File: config.mk
export PLATFORM = sky130hd
export DESIGN_NAME = lcd_seg_loader
export DESIGN_NICKNAME = d
export VERILOG_FILES = /design/src/rtl/lcd_seg_pkg.sv /design/src/rtl/lcd_seg_ctrl.sv /design/src/rtl/lcd_seg_shreg.sv /design/src/rtl/lcd_seg_outstage.sv /design/src/rtl/lcd_seg_loader.sv
export SDC_FILE = /design/constraint.sdc
export NUM_CORES = 1
export LEC_CHECK = 0
export BUFFER_PORTS_ARGS = -buffer_cell sky130_fd_sc_hd__buf_2
export CORE_AREA = 2 2 186 115
export CTS_BUF_LIST = sky130_fd_sc_hd__clkbuf_4 sky130_fd_sc_hd__clkbuf_8
export DETAILED_ROUTE_END_ITERATION = 7
export DIE_AREA = 0 0 188 117
export GPL_TIMING_DRIVEN = 0
export PLACE_DENSITY = 0.78
export SETUP_SLACK_MARGIN = 0.1
export SYNTH_ARGS = -nofsm -noshare
export SYNTH_HDL_FRONTEND = slang
export SYNTH_SLANG_ARGS = --single-unit
File: constraint.sdc
create_clock -name clk -period 3.6 [get_ports clk]
set_input_delay 0.72 -clock clk [delete_from_list [all_inputs] [get_ports clk]]
set_output_delay 0.72 -clock clk [all_outputs]
set_load 0.02 [all_outputs]
File: src/rtl/lcd_seg_pkg.sv
// Package: shared level code type and the per-column level selection.
// Assumes the four drive levels are ordered V0, V12, V43, V5 in code space.
package lcd_seg_pkg;

    typedef enum logic [1:0] {
        LVL_V0  = 2'b00,
        LVL_V12 = 2'b01,
        LVL_V43 = 2'b10,
        LVL_V5  = 2'b11
    } lvl_e;

    // Pick the drive level for one column from frame, latched bit and display enable.
    function automatic lvl_e pick_level(input logic frame_m, input logic bit_on,
                                        input logic disp_on);
        lvl_e lv;
        if (!disp_on)
            lv = LVL_V0;
        else if (!frame_m)
            lv = bit_on ? LVL_V0 : LVL_V12;
        else
            lv = bit_on ? LVL_V5 : LVL_V43;
        return lv;
    endfunction

endpackage

File: src/rtl/lcd_seg_ctrl.sv
// Module: lcd_seg_ctrl
// Counts accepted shift strobes, tracks when the row is full, passes the
// enable token on, and detects the falling edge of the latch strobe.
// Assumes shift_stb is a one-cycle pulse and that the mode inputs stay
// constant within a line.
module lcd_seg_ctrl #(
    parameter int NUM_COLS = 80,
    parameter int NIB_W    = 4
) (
    input  logic clk,
    input  logic rst_n,
    input  logic shift_stb,
    input  logic latch_clk,
    input  logic serial_mode,
    input  logic dir_rev,
    input  logic en_left_i,
    input  logic en_right_i,
    output logic shift_en,
    output logic latch_fire,
    output logic en_left_o,
    output logic en_right_o
);
    localparam int NIB_COUNT = NUM_COLS / NIB_W;
    localparam int CNT_W     = $clog2(NUM_COLS + 1);

    logic [CNT_W-1:0] count_q;
    logic [CNT_W-1:0] target;
    logic             full_q;
    logic             lat_prev_q;
    logic             en_in;

    // Strobe count that completes a row in the current width mode.
    always_comb target = serial_mode ? CNT_W'(NUM_COLS) : CNT_W'(NIB_COUNT);

    // Select the enable input according to the direction.
    always_comb en_in = dir_rev ? en_right_i : en_left_i;

    // Accept a strobe only when enabled, not full and not in the latch-high phase.
    always_comb shift_en = shift_stb && !en_in && !full_q && !latch_clk;

    // Count accepted strobes and mark the row full; a high latch level re-arms.
    always_ff @(posedge clk) begin
        if (!rst_n) begin
            count_q <= '0;
            full_q  <= 1'b0;
        end else if (latch_clk) begin
            count_q <= '0;
            full_q  <= 1'b0;
        end else if (shift_en) begin
            count_q <= count_q + CNT_W'(1);
            if (count_q + CNT_W'(1) >= target)
                full_q <= 1'b1;
        end
    end

    // Remember the previous latch level for edge detection.
    always_ff @(posedge clk) begin
        if (!rst_n)
            lat_prev_q <= 1'b0;
        else
            lat_prev_q <= latch_clk;
    end

    // Falling edge of the latch strobe.
    always_comb latch_fire = lat_prev_q && !latch_clk;

    // Drive the enable output on the side selected by the direction; hold the other high.
    always_comb begin
        en_left_o  = dir_rev ? !full_q : 1'b1;
        en_right_o = dir_rev ? 1'b1 : !full_q;
    end

    AST_NO_OVERFLOW: assert property (@(posedge clk) disable iff (!rst_n)
        count_q <= CNT_W'(NUM_COLS));
    AST_FULL_HOLD: assert property (@(posedge clk) disable iff (!rst_n)
        (full_q && !latch_clk) |=> full_q);
    AST_LATCH_REARM: assert property (@(posedge clk) disable iff (!rst_n)
        latch_clk |=> (!full_q && count_q == '0));
    AST_EN_OUT_PAIR: assert property (@(posedge clk) disable iff (!rst_n)
        $countones({en_left_o, en_right_o}) >= 1);

endmodule

File: src/rtl/lcd_seg_shreg.sv
// Module: lcd_seg_shreg
// Row shift register. Index 0 is column 1. The entry point and the shift
// direction depend on the width mode and the direction input.
// Assumes shift_en is already gated by enable and fill state.
module lcd_seg_shreg #(
    parameter int NUM_COLS = 80,
    parameter int NIB_W    = 4
) (
    input  logic                clk,
    input  logic                rst_n,
    input  logic                shift_en,
    input  logic                serial_mode,
    input  logic                dir_rev,
    input  logic [NIB_W-1:0]    data_in,
    output logic [NUM_COLS-1:0] sr_q
);
    logic [NIB_W-1:0]    nib_rev;
    logic [NUM_COLS-1:0] nxt_pf, nxt_pr, nxt_sf, nxt_sr, nxt;

    // Reverse the nibble so that its last bit enters at column 1.
    for (genvar j = 0; j < NIB_W; j++) begin : g_rev
        assign nib_rev[j] = data_in[NIB_W-1-j];
    end

    // Candidate next states for the four load orderings.
    always_comb begin
        nxt_pf = {data_in, sr_q[NUM_COLS-1:NIB_W]};
        nxt_pr = {sr_q[NUM_COLS-NIB_W-1:0], nib_rev};
        nxt_sf = {sr_q[NUM_COLS-2:0], data_in[0]};
        nxt_sr = {data_in[0], sr_q[NUM_COLS-1:1]};
    end

    // Choose the ordering from width mode and direction.
    always_comb begin
        case ({serial_mode, dir_rev})
            2'b00:   nxt = nxt_pf;
            2'b01:   nxt = nxt_pr;
            2'b10:   nxt = nxt_sf;
            default: nxt = nxt_sr;
        endcase
    end

    // Shift register update.
    always_ff @(posedge clk) begin
        if (!rst_n)
            sr_q <= '0;
        else if (shift_en)
            sr_q <= nxt;
    end

    AST_SR_HOLD: assert property (@(posedge clk) disable iff (!rst_n)
        !shift_en |=> $stable(sr_q));

endmodule

File: src/rtl/lcd_seg_outstage.sv
// Module: lcd_seg_outstage
// Holds the latched row and maps each column to its 2-bit level code.
// Assumes latch_fire is a one-cycle pulse from the edge detector.
module lcd_seg_outstage #(
    parameter int NUM_COLS = 80
) (
    input  logic                  clk,
    input  logic                  rst_n,
    input  logic                  latch_fire,
    input  logic [NUM_COLS-1:0]   sr_q,
    input  logic                  frame_m,
    input  logic                  disp_on,
    output logic [2*NUM_COLS-1:0] level_o
);
    import lcd_seg_pkg::*;

    logic [NUM_COLS-1:0] lat_q;

    // Output latch loaded on the latch strobe's falling edge.
    always_ff @(posedge clk) begin
        if (!rst_n)
            lat_q <= '0;
        else if (latch_fire)
            lat_q <= sr_q;
    end

    // Per-column level selection.
    for (genvar c = 0; c < NUM_COLS; c++) begin : g_col
        assign level_o[2*c +: 2] = pick_level(frame_m, lat_q[c], disp_on);
    end

    AST_LATCH_HOLD: assert property (@(posedge clk) disable iff (!rst_n)
        !latch_fire |=> $stable(lat_q));
    AST_DISP_OFF: assert property (@(posedge clk) disable iff (!rst_n)
        !disp_on |-> (level_o == '0));

endmodule

File: src/rtl/lcd_seg_loader.sv
// Module: lcd_seg_loader (top)
// Segment data loader: strobe-driven row fill with a cascade enable, a line
// latch, and per-column level codes.
// Assumes strobes are one-cycle pulses in the clk domain.
module lcd_seg_loader #(
    parameter int NUM_COLS = 80,
    parameter int NIB_W    = 4
) (
    input  logic                  clk,
    input  logic                  rst_n,
    input  logic                  shift_stb,
    input  logic                  latch_clk,
    input  logic [NIB_W-1:0]      data_in,
    input  logic                  serial_mode,
    input  logic                  dir_rev,
    input  logic                  en_left_i,
    input  logic                  en_right_i,
    output logic                  en_left_o,
    output logic                  en_right_o,
    input  logic                  frame_m,
    input  logic                  disp_on,
    output logic [2*NUM_COLS-1:0] level_o
);
    logic                shift_en;
    logic                latch_fire;
    logic [NUM_COLS-1:0] sr_q;

    lcd_seg_ctrl #(.NUM_COLS(NUM_COLS), .NIB_W(NIB_W)) ctrl_i (
        .clk(clk), .rst_n(rst_n), .shift_stb(shift_stb), .latch_clk(latch_clk),
        .serial_mode(serial_mode), .dir_rev(dir_rev),
        .en_left_i(en_left_i), .en_right_i(en_right_i),
        .shift_en(shift_en), .latch_fire(latch_fire),
        .en_left_o(en_left_o), .en_right_o(en_right_o)
    );

    lcd_seg_shreg #(.NUM_COLS(NUM_COLS), .NIB_W(NIB_W)) shreg_i (
        .clk(clk), .rst_n(rst_n), .shift_en(shift_en),
        .serial_mode(serial_mode), .dir_rev(dir_rev),
        .data_in(data_in), .sr_q(sr_q)
    );

    lcd_seg_outstage #(.NUM_COLS(NUM_COLS)) out_i (
        .clk(clk), .rst_n(rst_n), .latch_fire(latch_fire), .sr_q(sr_q),
        .frame_m(frame_m), .disp_on(disp_on), .level_o(level_o)
    );

endmodule

==> impl_summary.log <==
[metrics] via count of the first global-routing pass: 7,650
[metrics] leading post-synthesis cells by cell area: sky130_fd_sc_hd__dfxtp_1 32%, sky130_fd_sc_hd__mux4_2 17%, sky130_fd_sc_hd__nor3b_2 8.2%
[metrics] largest vdd supply drop: 0.239 mV
[metrics] total area of sequential cells: 3380 um2
[metrics] DRT iter0 DRCs: 697
[metrics] critical path's slowest cell: sky130_fd_sc_hd__and2_4
[metrics] HPWL after DPL: 18.4 mm
[metrics] synthesis-stage register bit count: 169
[metrics] reg-to-reg startpoint: ctrl_i.count_q[0]
[metrics] antenna violations before repair: 0
[metrics] Critical Path Sink Type: output pin
[metrics] total count of max-transition violations in the final report: 0
[metrics] Leak Pwr: 4.72 nW
[metrics] final core utilization: 0.596
[metrics] RSZ-0062 raised after global routing: no
[metrics] Syn-to-layout area delta: 14.7%
[metrics] Reg clk slew, reported paths: 0.08 ns
[metrics] cells traversed along the worst timing path: clkbuf_2 > buf_2 > and2_4 > buf_4 > buf_2
[metrics] layout cell share with drive strength beyond 1: 0.369
[metrics] sequential area share after synthesis: 0.318
[metrics] Synth top cells by count: 169 x sky130_fd_sc_hd__dfxtp_1, 167 x sky130_fd_sc_hd__nand2_1, 165 x sky130_fd_sc_hd__nor2_1
[metrics] fraction of synthesized cell area taken by the top area cell type: 0.318
[metrics] Net count, final: 1,322
[metrics] quantity of hold-fixing buffers added after cts: 0
[metrics] global-route usage over all layers: 0.231
[metrics] relative max-transition margin: 0.461
[metrics] Post-DRT Antenna Nets: 0
[metrics] number of buffers added on ports: 171
[metrics] clock sink count: 169
[metrics] instance area after placement: 11,800 um2
[metrics] crit path time final: 3.22 ns
[metrics] Total Routed Length: 25.0 mm
[metrics] Top Family by Delay on Critical Path: buffers and inverters
[metrics] Die H: 117 um
[metrics] startpoint kind of the worst setup timing path: input pin
[metrics] kind of critical path: input pin to output pin
[metrics] wire length of the first global-routing pass: 40.3 mm
[metrics] largest fanout on the critical path: 80
[metrics] nets in the synthesized netlist: 1,132
[metrics] largest net degree at the start of global routing: 81
[metrics] total CTS buffers: 17
[metrics] M3 GR Usage: 0.0608
[metrics] standard cell core area: 20,500 um2
[metrics] top cell type by total area after synthesis: sky130_fd_sc_hd__dfxtp_1
[metrics] most used routing layer: met1
[metrics] Crit path required time: 2.88 ns
[metrics] number of distinct library cell variants in the gate-level netlist after synthesis: 35
[metrics] detailed-routing iteration count for the pre-antenna-repair pass: 5
[metrics] number of fillers in the final layout: 1,817
[metrics] worst hold path class: flop to flop
[metrics] grt met1 use: 0.340
[metrics] total power divided by cell area: 343 nW/um2
[metrics] depth of the CTS H-tree: 4
[metrics] CTS tree: yes
[metrics] Vias: 8,347
[metrics] synthesized area per cell: 9.54 um2
[metrics] Arrival @ worst endpoint: 2.50 ns
[metrics] Max Clock Freq: 311 MHz
[metrics] most frequent cell after synthesis: sky130_fd_sc_hd__dfxtp_1
[metrics] Yosys warning count: 0
[metrics] Hold Crit Depth: 2
[metrics] Worst Path Buf+Inv: 4
[metrics] Max-Cap Viols: 0
[metrics] Worst Hold End: out_i.lat_q[24]
[metrics] full die area: 22,000 um2
[metrics] worst slack at placement: -0.444 ns
[metrics] floorplan die width: 188 um
[metrics] post-detailed-route DRC marker count: 0
[metrics] most numerous cell on the critical path: sky130_fd_sc_hd__buf_2
[metrics] Fin Clk Skew: 0.0120 ns
[metrics] number of endpoints with negative hold slack in the final report: 0
[metrics] grt ovf: 0
[metrics] status: finished, final reports clean
[metrics] Setup-failing EPs final: 0
[metrics] starting density of the core: 0.520
[metrics] Worst-Margin Slew: 0.809 ns
[metrics] post-route fraction of the period consumed by the critical path: 0.893
[metrics] root buf cell: sky130_fd_sc_hd__clkbuf_8
[metrics] area used by multi-input combinational logic: 6130 um2
[metrics] fraction of registers with async set/reset: 0
[metrics] Hold Crit Start: out_i.lat_q[24]
[metrics] primary flip-flop cell chosen by synthesis mapping: sky130_fd_sc_hd__dfxtp_1
[metrics] wire length per cell after detailed routing: 15.6 um
[metrics] synthesized cell area: 10,600 um2
[metrics] Worst Reg-to-Reg Cells: 8
[metrics] fin worst setup slack: 0.384 ns
[metrics] Top Ports: 176
[metrics] maximum clock insertion buffer count: 2
[metrics] GR Util met2: 0.338
[metrics] total non-filler cell area in the finished layout: 12,200 um2
[metrics] via-per-instance ratio: 5.22
[metrics] cells after synthesis: 1,115
[metrics] number of synthesized flops with an enable pin: 0
[metrics] delay of the slowest cell on the worst path: 0.67 ns
[metrics] latest clock arrival within the worst-skew pair: 0.48 ns
[metrics] endpoint of the lowest-slack register-to-register path: ctrl_i.full_q
[metrics] Cell Rows: 41
[metrics] RePlAce Congestion: 0.872
[metrics] FF-to-FF setup slack: 1.50 ns
[metal layers]
| metal | wire (um) | up-vias | part of all wire |
|---|---|---|---|
| li1 | - | 4022 | - |
| met1 | 11900 | 3906 | 0.48 |
| met2 | 10400 | 391 | 0.42 |
| met3 | 2380 | 28 | 0.095 |
| met4 | 276 | 0 | 0.011 |
| met5 | 0 | - | 0 |
[report_power, final]
| part | switching [mW] | total (mW) | internal (mW) | leakage [nW] |
|---|---|---|---|---|
| Sequential | 0.0938 | 2.02 | 1.93 | 1.37 |
| Clock | 0.732 | 1.27 | 0.534 | 0.169 |
| Combinational | 0.465 | 0.895 | 0.430 | 3.18 |
[worst max-delay path by stage]
stage / from / to / slack, ns / cells after the start
floorplan: frame_m / level_o[101] / 0.46 / 4
global placement: frame_m / level_o[93] / -0.32 / 5
detailed placement: frame_m / level_o[57] / -0.44 / 5
CTS: frame_m / level_o[57] / 0.35 / 5
global route: disp_on / level_o[133] / 0.21 / 4
finish: frame_m / level_o[133] / 0.38 / 5
[placed cells by master (no fill, tap or decap), drive strengths merged, types with 6 or more instances in the layout]
| cell type | count |
|---|---|
| nor3b | 81 |
| xnor2 | 83 |
| dfxtp | 169 |
| clkinvlp | 6 |
| nor2 | 165 |
| nand2 | 167 |
| clkbuf | 62 |
| and2 | 83 |
| mux4 | 80 |
| a21boi | 81 |
| buf | 300 |
[state kept, by name, indices dropped and copies added (netlist names)]
signal / flops
ctrl_i.count_q: 7
ctrl_i.full_q: 1
ctrl_i.lat_prev_q: 1
out_i.lat_q: 80
shreg_i.sr_q: 80
[worst register-to-register path: stages (launching register included)]
cell,delay [ns]
sky130_fd_sc_hd__dfxtp_1,0.42
sky130_fd_sc_hd__ha_1,0.27
sky130_fd_sc_hd__nand2_1,0.09
sky130_fd_sc_hd__or2_2,0.33
sky130_fd_sc_hd__xnor2_1,0.14
sky130_fd_sc_hd__ha_1,0.27
sky130_fd_sc_hd__nand3b_1,0.09
sky130_fd_sc_hd__nor4_1,0.29
sky130_fd_sc_hd__o2bb2ai_1,0.14
[area by class of cell]
| type | instances | area share |
|---|---|---|
| diodes | 1 | 0.000205 |
| well taps | 279 | 0.0286 |
| clock buffers | 21 | 0.0232 |
| repair buffers | 171 | 0.0701 |
| inverters | 1 | 0.000307 |
| clock inverters | 11 | 0.00605 |
| flip-flops and latches | 169 | 0.277 |
| plain buffers | 170 | 0.0922 |
| multi-input cells | 775 | 0.502 |
[repair_timing]
action / 4_1_cts / 5_1_grt
resized for setup: 2 / 0
setup buffers: 0 / 0
setup endpoints to repair: 80 / 0
[metrics by stage]
| step | hold slack (ns) | TNS [ns] | std cells | power (mW) |
|---|---|---|---|---|
| floorplan | 0.456 | 0 | 1115 | 2.73 |
| global placement | 0.463 | -25.00 | 1565 | 2.94 |
| detailed placement | 0.473 | -34.42 | 1565 | 2.96 |
| CTS | 0.485 | 0 | 1597 | 4.19 |
| global route | 0.500 | 0 | 1597 | 4.35 |
| finish | 0.482 | 0 | 1598 | 4.18 |
[cells by family (layout without fill, tap and decap cells)]
| family | Yosys count | in the layout | synth area share |
|---|---|---|---|
| buffers and inverters | 171 | 374 | 0.106 |
| adders and majority gates | 3 | 3 | 0.00353 |
| other | 0 | 1 | 0 |
| AOI/OAI and AO/OA | 88 | 88 | 0.0611 |
| and+or+nand+nor | 516 | 516 | 0.269 |
| muxes | 81 | 81 | 0.171 |
| xor gates and xnor gates | 87 | 87 | 0.0716 |
| DFF | 169 | 169 | 0.318 |
Power figures use the tool's default switching activity.
